File: src/rtl/yuv10_pkg.sv
// Package: constants of the packed three-samples-per-word layout, and the
// shared types used by the unpacker modules.
// Assumes: the layout is fixed at three samples per word and four words per
// group, so these are package constants rather than module parameters.
package yuv10_pkg;
    localparam int SAMPLES_PER_WORD  = 3;
    localparam int WORDS_PER_GROUP   = 4;
    localparam int SAMPLES_PER_GROUP = SAMPLES_PER_WORD * WORDS_PER_GROUP;
    localparam int PHASE_W           = $clog2(SAMPLES_PER_GROUP);
    localparam int FIELD_W           = $clog2(SAMPLES_PER_WORD);

    typedef logic [PHASE_W-1:0] phase_t;
    typedef logic [FIELD_W-1:0] field_t;
endpackage

File: src/rtl/yuv10_word_slot.sv
// Word slot: holds one accepted input word and presents the field that the
// sequencer selects. Only the sample bits are stored; the top bits are dropped.
// Assumes: load takes priority over release in the same cycle, so a word can be
// refilled while the last useful field of the previous word is being consumed.
module yuv10_word_slot
    import yuv10_pkg::*;
#(
    parameter int WORD_W = 32,
    parameter int SAMP_W = 10
) (
    input  logic              clk,
    input  logic              rst_n,
    input  logic              load,
    input  logic              release_slot,
    input  logic [WORD_W-1:0] in_word,
    input  field_t            field,
    output logic              full,
    output logic [SAMP_W-1:0] sample
);
    localparam int USED_W = SAMPLES_PER_WORD * SAMP_W;

    logic [USED_W-1:0] word_q;
    logic [SAMP_W-1:0] lanes [SAMPLES_PER_WORD];
    logic              unused_top;

    // Fold the non-sample top bits into a deliberately unused net.
    assign unused_top = ^in_word[WORD_W-1:USED_W];

    // Track whether the slot holds a word.
    always_ff @(posedge clk) begin
        if (!rst_n)            full <= 1'b0;
        else if (load)         full <= 1'b1;
        else if (release_slot) full <= 1'b0;
    end

    // Capture the sample bits of a newly accepted word.
    always_ff @(posedge clk) begin
        if (!rst_n)    word_q <= '0;
        else if (load) word_q <= in_word[USED_W-1:0];
    end

    // Split the stored word into its sample lanes, lowest bits first.
    for (genvar g = 0; g < SAMPLES_PER_WORD; g++) begin : g_lane
        assign lanes[g] = word_q[g*SAMP_W +: SAMP_W];
    end

    // Present the lane chosen by the sequencer.
    always_comb begin
        sample = lanes[0];
        for (int i = 1; i < SAMPLES_PER_WORD; i++)
            if (field == field_t'(i)) sample = lanes[i];
    end
endmodule

File: src/rtl/yuv10_phase_seq.sv
// Sample sequencer: counts the position within the twelve-sample group and
// the field within the current word. Even positions are chroma, odd are luma.
// Assumes: step is asserted only when a sample is really consumed, and
// restart (end of line) returns both counters to the head of a group.
module yuv10_phase_seq
    import yuv10_pkg::*;
(
    input  logic   clk,
    input  logic   rst_n,
    input  logic   step,
    input  logic   restart,
    output phase_t phase,
    output field_t field,
    output logic   is_luma,
    output logic   field_last
);
    localparam phase_t PH_LAST  = phase_t'(SAMPLES_PER_GROUP - 1);
    localparam field_t FLD_LAST = field_t'(SAMPLES_PER_WORD - 1);

    // Advance the group position, wrapping after the last sample or at line end.
    always_ff @(posedge clk) begin
        if (!rst_n)                        phase <= '0;
        else if (step && restart)          phase <= '0;
        else if (step && phase == PH_LAST) phase <= '0;
        else if (step)                     phase <= phase + phase_t'(1);
    end

    // Advance the field within the word, wrapping at the third lane or line end.
    always_ff @(posedge clk) begin
        if (!rst_n)                         field <= '0;
        else if (step && restart)           field <= '0;
        else if (step && field == FLD_LAST) field <= '0;
        else if (step)                      field <= field + field_t'(1);
    end

    assign is_luma    = phase[0];
    assign field_last = (field == FLD_LAST);
endmodule

File: src/rtl/yuv10_line_ctr.sv
// Line counter: counts pixels handed out in the current line and flags the
// first and last pixel positions.
// Assumes: line_width is at least 1 and stays constant while a line is in
// flight.
module yuv10_line_ctr #(
    parameter int LINE_BITS = 12
) (
    input  logic                 clk,
    input  logic                 rst_n,
    input  logic                 pix_step,
    input  logic [LINE_BITS-1:0] line_width,
    output logic                 first,
    output logic                 last
);
    logic [LINE_BITS-1:0] px_q;

    // Count pixels in the line, clearing after the last one.
    always_ff @(posedge clk) begin
        if (!rst_n)                px_q <= '0;
        else if (pix_step && last) px_q <= '0;
        else if (pix_step)         px_q <= px_q + LINE_BITS'(1);
    end

    assign first = (px_q == '0);
    assign last  = (px_q == line_width - LINE_BITS'(1));
endmodule

File: src/rtl/yuv10_unpack.sv
// Top: unpacks 10-bit 4:2:2 samples from packed words into luma/chroma pixels.
// It consumes one sample per cycle. A chroma sample is latched internally;
// the luma sample that follows is offered together with it as one pixel.
// Assumes: line_width >= 1, changed only while idle; in_ready depends
// combinationally on out_ready.
module yuv10_unpack
    import yuv10_pkg::*;
#(
    parameter int WORD_W    = 32,
    parameter int SAMP_W    = 10,
    parameter int LINE_BITS = 12
) (
    input  logic                 clk,
    input  logic                 rst_n,
    input  logic [LINE_BITS-1:0] line_width,
    input  logic                 in_valid,
    output logic                 in_ready,
    input  logic [WORD_W-1:0]    in_word,
    output logic                 out_valid,
    input  logic                 out_ready,
    output logic [SAMP_W-1:0]    out_luma,
    output logic [SAMP_W-1:0]    out_chroma,
    output logic                 out_sol,
    output logic                 out_eol
);
    logic              full;
    logic [SAMP_W-1:0] sample;
    phase_t            phase;
    field_t            field;
    logic              is_luma;
    logic              field_last;
    logic              line_first;
    logic              line_last;
    logic              advance;
    logic              pix_step;
    logic              line_done;
    logic              release_slot;
    logic              load;
    logic [SAMP_W-1:0] chroma_q;
    logic              unused_phase;

    // The full group position is only needed for its luma/chroma bit here.
    assign unused_phase = ^phase;

    // Consume a sample: chroma goes freely, luma waits for the consumer.
    assign advance      = full && (!is_luma || out_ready);
    assign pix_step     = advance && is_luma;
    assign line_done    = pix_step && line_last;
    assign release_slot = advance && (field_last || line_done);
    assign load         = in_valid && in_ready;
    assign in_ready     = !full || release_slot;

    yuv10_word_slot #(
        .WORD_W (WORD_W),
        .SAMP_W (SAMP_W)
    ) i_slot (
        .clk          (clk),
        .rst_n        (rst_n),
        .load         (load),
        .release_slot (release_slot),
        .in_word      (in_word),
        .field        (field),
        .full         (full),
        .sample       (sample)
    );

    yuv10_phase_seq i_seq (
        .clk        (clk),
        .rst_n      (rst_n),
        .step       (advance),
        .restart    (line_done),
        .phase      (phase),
        .field      (field),
        .is_luma    (is_luma),
        .field_last (field_last)
    );

    yuv10_line_ctr #(
        .LINE_BITS (LINE_BITS)
    ) i_line (
        .clk        (clk),
        .rst_n      (rst_n),
        .pix_step   (pix_step),
        .line_width (line_width),
        .first      (line_first),
        .last       (line_last)
    );

    // Hold the chroma sample that precedes the next luma sample.
    always_ff @(posedge clk) begin
        if (!rst_n)                  chroma_q <= '0;
        else if (advance && !is_luma) chroma_q <= sample;
    end

    assign out_valid  = full && is_luma;
    assign out_luma   = sample;
    assign out_chroma = chroma_q;
    assign out_sol    = line_first;
    assign out_eol    = line_last;
endmodule

File: config.mk
export PLATFORM = sky130hd
export DESIGN_NAME = yuv10_unpack
export DESIGN_NICKNAME = d
export VERILOG_FILES = /design/src/rtl/yuv10_pkg.sv /design/src/rtl/yuv10_word_slot.sv /design/src/rtl/yuv10_phase_seq.sv /design/src/rtl/yuv10_line_ctr.sv /design/src/rtl/yuv10_unpack.sv
export SDC_FILE = /design/constraint.sdc
export NUM_CORES = 1
export LEC_CHECK = 0
export ABC_AREA = 1
export BUFFER_PORTS_ARGS = -buffer_cell sky130_fd_sc_hd__buf_2
export CORE_ASPECT_RATIO = 1.1
export CORE_MARGIN = 8
export CORE_UTILIZATION = 50
export CTS_CLUSTER_DIAMETER = 50
export DETAILED_ROUTE_END_ITERATION = 8
export PLACE_DENSITY = 0.82
export SLEW_MARGIN = 20
export SYNTH_ARGS = -nofsm -noshare
export SYNTH_HDL_FRONTEND = slang
export SYNTH_SLANG_ARGS = --single-unit
File: constraint.sdc
create_clock -name clk -period 2.4 [get_ports clk]
set_input_delay 0.48 -clock clk [delete_from_list [all_inputs] [get_ports clk]]
set_output_delay 0.48 -clock clk [all_outputs]
set_load 0.02 [all_outputs]
* After elaboration in Yosys (flattened, before gate mapping)
Index checks and enable logic that the tools add are counted.
** Word-level totals
- Bits in registers :: 59
- Input bits :: 48
- Output and inout port bits :: 24
- Logic and storage cells :: 39
** Operators by class
- Add/sub/neg operators :: 4
- Eq/ne operators :: 4
- Muxes and demuxes :: 4
- Bitwise gates (word level) :: 1
- Reduce and logical (&&, ||, !) cells :: 20
** Operator list (number)
- 2-to-1 mux 10 bit :: 2
- adder 12 x 1 -> 12 bit (second input constant) :: 1
- equality test 12 bit :: 1
- zero test 12 bit :: 1
- subtractor 12 x 1 -> 12 bit (second input constant) :: 1
- logical AND 1 bit :: 10
- OR reduction 3 bit :: 2
- adder 4 x 1 -> 4 bit (second input constant) :: 1
- equality test 4 bit (second input constant) :: 1
- logical OR 1 bit :: 3
- adder 2 x 1 -> 2 bit (second input constant) :: 1
- equality test 2 x 1 -> 1 bit (second input constant) :: 1
- equality test 2 bit (second input constant) :: 1
- zero test 1 bit :: 2
- 2-to-1 mux 1 bit :: 2
- nonzero test 2 bit :: 1
- OR reduction 2 bit :: 1
- inverter 1 bit :: 1

* Longest topological paths before layout
Gate-level depths: netlist (run 1).
- Word-level depth :: 10
- Gate-level depth with buffers :: 16
- Mapped depth without buffers :: 15

* By module
A second synthesis (run 1) with hierarchy kept.
** Unflattened totals
- Cells, all modules :: 466
- Area, all modules :: 3185.6 um^2
** Modules (own cells, without submodules)
- yuv10_word_slot :: times used 1, cells an instance 202, area an instance 1387.6 um^2, sequential area each 620.6 um^2
- yuv10_line_ctr :: times used 1, cells an instance 166, area an instance 1081.0 um^2, sequential area each 240.2 um^2
- yuv10_unpack :: times used 1, cells an instance 58, area an instance 407.9 um^2, sequential area each 200.2 um^2
- yuv10_phase_seq :: times used 1, cells an instance 40, area an instance 309.0 um^2, sequential area each 120.1 um^2

* Worst setup path before layout (run 1)
OpenSTA, ideal clock, no wires.
- Path kind :: input to output
- From :: in line_width[0]
- To :: out in_ready
- Arrival :: 1728 ps
- Required time :: 1920 ps
- Slack :: 192 ps
- Cell stages on the path :: 13
- Buffers on the path :: 1
- Path through :: inv_1 ha_1 inv_1 nand2_1 nand2_1 nor2_1 nand2_1 nor2_1 nand3_1 nor2_2 nand4_2 nand2_4 buf_6
** Between the ends
- Word-level cells in the longest chain between the ends :: 6
** Ends and longest elaborated chain
- start, declared :: RTL line yuv10_unpack.sv:15 : input logic [LINE_BITS-1:0] line_width,
- subtractor 12 x 1 -> 12 bit :: RTL line yuv10_line_ctr.sv:25 : assign last = (px_q == line_width - LINE_BITS'(1));
- equality test 12 bit :: RTL line yuv10_line_ctr.sv:25
- logical AND 1 bit :: RTL line yuv10_unpack.sv:48 : assign line_done = pix_step && line_last;
- logical OR 1 bit :: RTL line yuv10_unpack.sv:49 : assign release_slot = advance && (field_last || line_done);
- logical AND 1 bit :: RTL line yuv10_unpack.sv:49
- logical OR 1 bit :: RTL line yuv10_unpack.sv:51 : assign in_ready = !full || release_slot;
- end, declared :: RTL line yuv10_unpack.sv:17 : output logic in_ready,
No other way between the ends.

* Worst setup path after layout (run 1)
Ends and elaborated chain as after synthesis.

==> reports/metrics.cfg, run 1 <==
[clock_network]
register_clock_pin_slew_on_the_reported_worst_setup_and_hold_paths_ns=0.08
cts_inserted_buffers=9
clk_root_buffer_cell=clkbuf_8
clock_insertion_delay_worst_skew_ns=0.34
tritoncts_clock_tree=done
level_count_of_the_clock_h_tree=3
maximum_number_of_buffers_from_clock_root_to_sink=2
hold_buffers=0
clk_sink_count=59

[logic_synthesis]
top_cells_by_count_synth=nand2_1 (94), inv_1 (86), nor2_1 (65)
synth_area_um2=3370
synth.largest_area_cell=dfxtp_1
fraction_of_post_synthesis_cell_area_in_the_top_cell_type_by_area=0.351
syn_avg_cell_area_um2=6.56
dominantRegCellSynth=dfxtp_1
ys_seq_area_frac=0.351
post_synth_inst_count=514
asyncSetResetFlopFracSynth=0
netlist_top_cells_area=dfxtp_1 (35%), nand2_1 (10%), inv_1 (9.6%)
library_cells_used_by_synthesis=34
synth.ff_latch_count=59
synthMostInstantiatedCell=nand2_1
ys_warn_count=0
synth_fp_nets=568
synth_edf_count=0

[routing]
wl_per_cell_um=12.6
viasPerCell=5.03
detail_route.wirelength_um=8450
detailedRoute.firstIterationViolations=189
route.antenna.remaining_nets=0
detailedRoute.firstPassIterationCount=4
num_vias=3367
drcViolationCount=0

[setup_path]
critical_path.reg2reg.startpoint=i_line.px_q[4]
worst_setup_path_endpoint=in_ready
critical_path_peak_fanout=3
number_of_cells_on_the_worst_reg_to_reg_path=16
cp-end-kind=primary output
ff2ff_setup_slack_ns=0.42
worstSetupPathType=in -> out
start_kind=input port
timing.critical_path.required_ns=1.92
critPathLaunch=line_width[0]
cp.arrival_ns=1.85
worst_r2r_endpoint=i_slot.word_q[28]

[power_and_ir_drop]
p_per_area_nw_per_um2=659
ir_worst_vdd_uv=415
power.leakage_uw=0.00205

[timing]
rsz_0062_raised_after_global_routing=yes
fin_worst_hold_slack_ns=0.449
layout_min_cycle_time_ns=2.33
timing_worst_slew_pin_value_ns=0.565
finalCritPeriodShare=0.970
timing_max_transition_violations_final=0
skew_ns=0.00985
pnr_worst_setup_slack_ns=0.0719
finalSetupViolCount=0
max_slew_margin=0.623
hold_violations=0
fmaxAchievable_mhz=430

[floorplan]
site_rows=31
die_x_um=94.3
die_h_um=102
pin_count=72
fp.coreArea_um2=6560
die_area_um2=9620
floorplan.initialDensity=0.514

[placed_design]
place.detailed.hpwl_um=6030
placed_cells=651
dp_worst_setup_slack_ns=-0.0647
finalWeightedCongestion=0.843
io_buffer_count=69

[global_routing]
grt_remaining_overflow=0
grt_pass1_vias=3200
globalRouteTotalUtil=0.176
grt_start_max_net_pins=62
grt_pass1_wl_um=13900
antenna_found_initial=0

[run]
cap_violations=0

[worst_hold_path]
min_path_type=in -> reg

[cells_and_area]
final_layout_size_suffix_gt1_frac=0.230
num-nets-final=637
antennaDiodeCount=0
post_layout_nonfiller_instances=670
layout-area-overhead-vs-synth_pct=20.9
postLayoutCoreUtil=0.621

[outcome]
outcome=complete, no violations

==> kinds of logic after synthesis <==
family	after synthesis	share of synthesized area
AO/OA/AOI/OAI	86	0.139
XOR/XNOR	10	0.0260
adder cells (fa/ha/maj)	6	0.0223
buffers and inverters	113	0.141
flip-flops	59	0.351
multiplexers	1	0.00297
AND/OR/NAND/NOR	239	0.319
==> where the power goes <==
group,internal [uW],switching (uW),total (uW)
combinational,224,362,586
clock,593,424,1020
sequential,1050,36.1,1080
==> metal layers <==
metal / global-route usage / vias to the layer above / routed length, um
met4: 0.0757 / 0 / 141
met5: 0 / - / 0
met3: 0.0382 / 12 / 413
li1: - / 1760 / -
met1: 0.206 / 1510 / 3720
met2: 0.300 / 85 / 4170
==> area by class of cell <==
type / instances / area [um^2]
fill: 594 / 2480
sequential: 59 / 1180
tap: 82 / 103
timing repair inverter: 2 / 15.0
timing repair buffer: 80 / 467
clock inverter: 7 / 100
clock buffer: 9 / 124
multi-input combinational: 342 / 1740
inverter: 89 / 343
==> timing repair <==
action / 4_1_cts / 5_1_grt
setup buffers: 0 / 1
cloned: 0 / 2
gates resized for setup: 10 / 21
endpoints found under the setup margin: 11 / 12
pin swaps: 0 / 9
==> worst max-delay path: stages <==
cell     delay (ns)
buf_8          0.08
inv_4          0.03
ha_4           0.26
inv_2          0.03
nand2_1        0.05
nand2_1        0.05
nor2_1         0.10
nand2_1        0.06
nor2_1         0.10
nand3_1        0.09
nor2_2         0.14
nand4_2        0.15
nand2_4        0.12
buf_6          0.12
==> worst min path at each step <==
| stage | from | endpoint | slack (ns) | depth (start not counted) |
|---|---|---|---|---|
| 2_1_floorplan | i_slot.word_q[0] | i_slot.word_q[0] | 0.44 | 2 |
| 3_3_place_gp | i_slot.word_q[7] | i_slot.word_q[7] | 0.45 | 2 |
| 3_5_place_dp | i_slot.word_q[6] | i_slot.word_q[6] | 0.46 | 2 |
| 4_1_cts | in_word[19] | i_slot.word_q[19] | 0.44 | 5 |
| 5_1_grt | in_word[29] | i_slot.word_q[29] | 0.47 | 5 |
| 6_report | in_word[19] | i_slot.word_q[19] | 0.45 | 5 |
==> stage by stage <==
| stage | cell area [um^2] | total power (uW) | setup TNS (ns) |
|---|---|---|---|
| after CTS | 4000 | 2680 | -0.123 |
| after floorplan | 3370 | 1480 | 0 |
| after detailed placement | 3760 | 1660 | -0.146 |
| after global placement | 3760 | 1640 | -0.00197 |
| final | 4070 | 2680 | 0 |
| after global routing | 4070 | 2830 | -0.0609 |
==> registers in the layout, summed over array words and instances, names as in the netlist <==
register,count
i_line.px_q,12
i_seq.phase,4
i_seq.field,2
out_chroma,10
i_slot.word_q,30
i_slot.full,1
==> cell usage in the layout (no fill, tap or decap), types with 3 or more instances in the layout <==
cell        instances
buf_4              10
dfxtp_1            57
nand4_1             4
inv_2               3
nor2_1             64
ha_1                4
nand2_2             4
or2_2              10
nand2_1            93
nor2_2              6
o21ai_1             8
nand3_1            48
buf_2              66
clkbuf_8            9
o21ai_0            16
clkinvlp_4          3
inv_1              82
o211ai_1           10
xor2_1              8
a21oi_1            46
No activity file was read; power rests on OpenSTA's default activity.
==> inputs of run 2 (changes only) <==
- CORE_UTILIZATION: 50 -> 49
- PLACE_DENSITY: 0.82 -> 0.84
- SYNTH_HIERARCHICAL: default -> 1
- clock period: 2.4 -> 2.1 ns (I/O delays scaled with it)
==> reports/metrics.cfg, run 2 <==
[floorplan]
fp.coreArea_um2=6230  ; was 6560 um^2
die_area_um2=9320  ; was 9620 um^2
die_h_um=100  ; was 102 um
site_rows=30  ; was 31
floorplan.initialDensity=0.510  ; was 0.514
die_x_um=92.8  ; was 94.3 um
pin_count=72  ; unchanged

[cells_and_area]
fin_area_um2=4210  ; was 4070 um^2
layout-area-overhead-vs-synth_pct=32.6  ; was 20.9%
num-nets-final=616  ; was 637
top_register=i_slot/word_q  ; was i_slot.word_q
layout.cells.most_common_list=nor2_1 (89), nand2_1 (70), buf_2 (65)  ; was nand2_1 (93), inv_1 (82), buf_2 (66)
post_layout_nonfiller_instances=647  ; was 670
commonest_non_fill_non_tap_cell_in_the_layout=nor2_1  ; was nand2_1
fillerInstances=516  ; was 594
largest_register_ffs=30  ; unchanged
final_layout_size_suffix_gt1_frac=0.326  ; was 0.230
antennaDiodeCount=0  ; unchanged

[power_and_ir_drop]
p_total_uw=3010  ; was 2680 uW
power.leakage_uw=0.00203  ; was 0.00205 uW
ir_worst_vdd_uv=575  ; was 415 uV
p_per_area_nw_per_um2=714  ; was 659 nW/um^2

[setup_path]
timing.critical_path.required_ns=1.68  ; was 1.92 ns
cp-end-kind=primary output  ; unchanged
worstSetupPathType=in -> out  ; unchanged
cp.arrival_ns=2.00  ; was 1.85 ns
start_kind=input port  ; unchanged
critical_path_peak_fanout=2  ; was 3

[logic_synthesis]
synth_fp_nets=518  ; was 568
ys_warn_count=6  ; was 0
synth_area_um2=3180  ; was 3370 um^2
post_synth_inst_count=465  ; was 514
syn_avg_cell_area_um2=6.83  ; was 6.56 um^2

[timing]
rsz_0062_raised_after_global_routing=yes  ; unchanged
finalCritPeriodShare=1.15
fmaxAchievable_mhz=414
finalSetupViolCount=33  ; was 0
max_slew_margin=0.714  ; was 0.623
timing_worst_slew_pin_value_ns=0.428  ; was 0.565 ns
pnr_worst_setup_slack_ns=-0.318  ; was 0.0719 ns
skew_ns=0.00941  ; was 0.00985 ns
timing_max_transition_violations_final=0  ; unchanged
layout_min_cycle_time_ns=2.42
hold_violations=0  ; unchanged

[clock_network]
register_clock_pin_slew_on_the_reported_worst_setup_and_hold_paths_ns=0.07  ; was 0.08 ns
cts_inserted_buffers=9  ; unchanged
clock_insertion_delay_worst_skew_ns=0.34  ; about the same
tritoncts_clock_tree=done  ; unchanged
hold_buffers=0  ; unchanged
clk_root_buffer_cell=clkbuf_8  ; unchanged
clk_sink_count=59  ; unchanged
level_count_of_the_clock_h_tree=3  ; unchanged
maximum_number_of_buffers_from_clock_root_to_sink=2  ; unchanged

[routing]
drcViolationCount=0  ; unchanged
wl_per_cell_um=14.1  ; was 12.6 um
route.antenna.remaining_nets=0  ; unchanged
detailedRoute.firstIterationViolations=241  ; was 189
detailedRoute.firstPassIterationCount=5  ; was 4
viasPerCell=5.14  ; was 5.03
detail_route.wirelength_um=9120  ; was 8450 um
num_vias=3325  ; was 3367

[placed_design]
finalWeightedCongestion=0.867  ; was 0.843
placed_cells=622  ; was 651
place.detailed.hpwl_um=6380  ; was 6030 um
place_area_um2=3730  ; was 3760 um^2
io_buffer_count=69  ; unchanged

[outcome]
failed_checks=negative setup slack
outcome=complete, but fails checks  ; was complete, no violations

[global_routing]
grt_remaining_overflow=0  ; unchanged
grt_pass1_vias=3440  ; was 3200
antenna_found_initial=0  ; unchanged
globalRouteTotalUtil=0.199  ; was 0.176
grt_start_max_net_pins=41  ; was 62
grt_pass1_wl_um=15100  ; was 13900 um

[worst_hold_path]
min_path_type=in -> reg  ; unchanged

[run]
cap_violations=0  ; unchanged

-- run 2: worst max-delay path, cell delays in order --
cell and delay, ns:
buf_6 0.10, inv_4 0.05, ha_4 0.19, xnor2_1 0.12, nor2_1 0.09, nand2_1 0.06, nor2_1 0.12, nand3_2 0.08
nor2_2 0.11, and3_4 0.20, nand4_1 0.10, nand2_1 0.10, nand2_2 0.06, nand2_2 0.08, buf_6 0.11
-- run 2: worst paths after layout --
| check | start | end | slack (ns) | depth (start not counted) |
|---|---|---|---|---|
| setup / recovery | line_width[0] | in_ready | -0.32 | 15 |
| hold reg to reg | i_seq/phase[1] | i_seq/phase[1] | 0.49 | 2 |
| setup reg to reg | i_line/px_q[8] | i_slot/word_q[9] | -0.19 | 15 |
| hold / removal | in_word[2] | i_slot/word_q[2] | 0.30 | 3 |
-- run 2: layer usage --
layer  wire (um)  GRT usage  vias to the layer above
met5           0          0                        -
met1        3540      0.206                     1521
li1            -          -                     1664
met2        4770      0.357                      114
met4         269      0.108                        0
met3         545     0.0499                       26
-- run 2: layout make-up --
| cell class | instances | area [um^2] | area share |
|---|---|---|---|
| tap | 80 | 100 | 0.0238 |
| sequential | 59 | 1180 | 0.281 |
| clock inverter | 5 | 77.6 | 0.0184 |
| inverter | 52 | 225 | 0.0535 |
| clock buffer | 10 | 138 | 0.0327 |
| timing repair buffer | 105 | 678 | 0.161 |
| multi-input combinational | 336 | 1810 | 0.430 |
-- run 2: repair_timing --
action / in CTS / in global routing
setup endpoints to repair: 36 / 42
setup buffers: 9 / 1
pin swaps: 28 / 28
gates resized for setup: 54 / 34
gates cloned: 3 / 0
-- run 2: power breakdown --
| part | leakage, uW | internal (uW) | switching (uW) | total [uW] |
|---|---|---|---|---|
| clock | 0.000108 | 689 | 458 | 1150 |
| combinational | 0.00144 | 232 | 370 | 602 |
| sequential | 0.000485 | 1200 | 57.9 | 1260 |
| total | 0.00203 | 2120 | 886 | 3010 |
-- run 2: through the flow --
step | setup TNS, ns | worst slack (ns) | hold WS, ns | utilization
after floorplan | -6.45 | -0.217 | 0.456 | -
after global placement | -17.65 | -0.559 | 0.469 | 0.599
after detailed placement | -20.66 | -0.654 | 0.480 | 0.599
after CTS | -4.23 | -0.283 | 0.282 | 0.668
after global routing | -10.64 | -0.429 | 0.303 | 0.676
final | -6.56 | -0.318 | 0.296 | 0.676
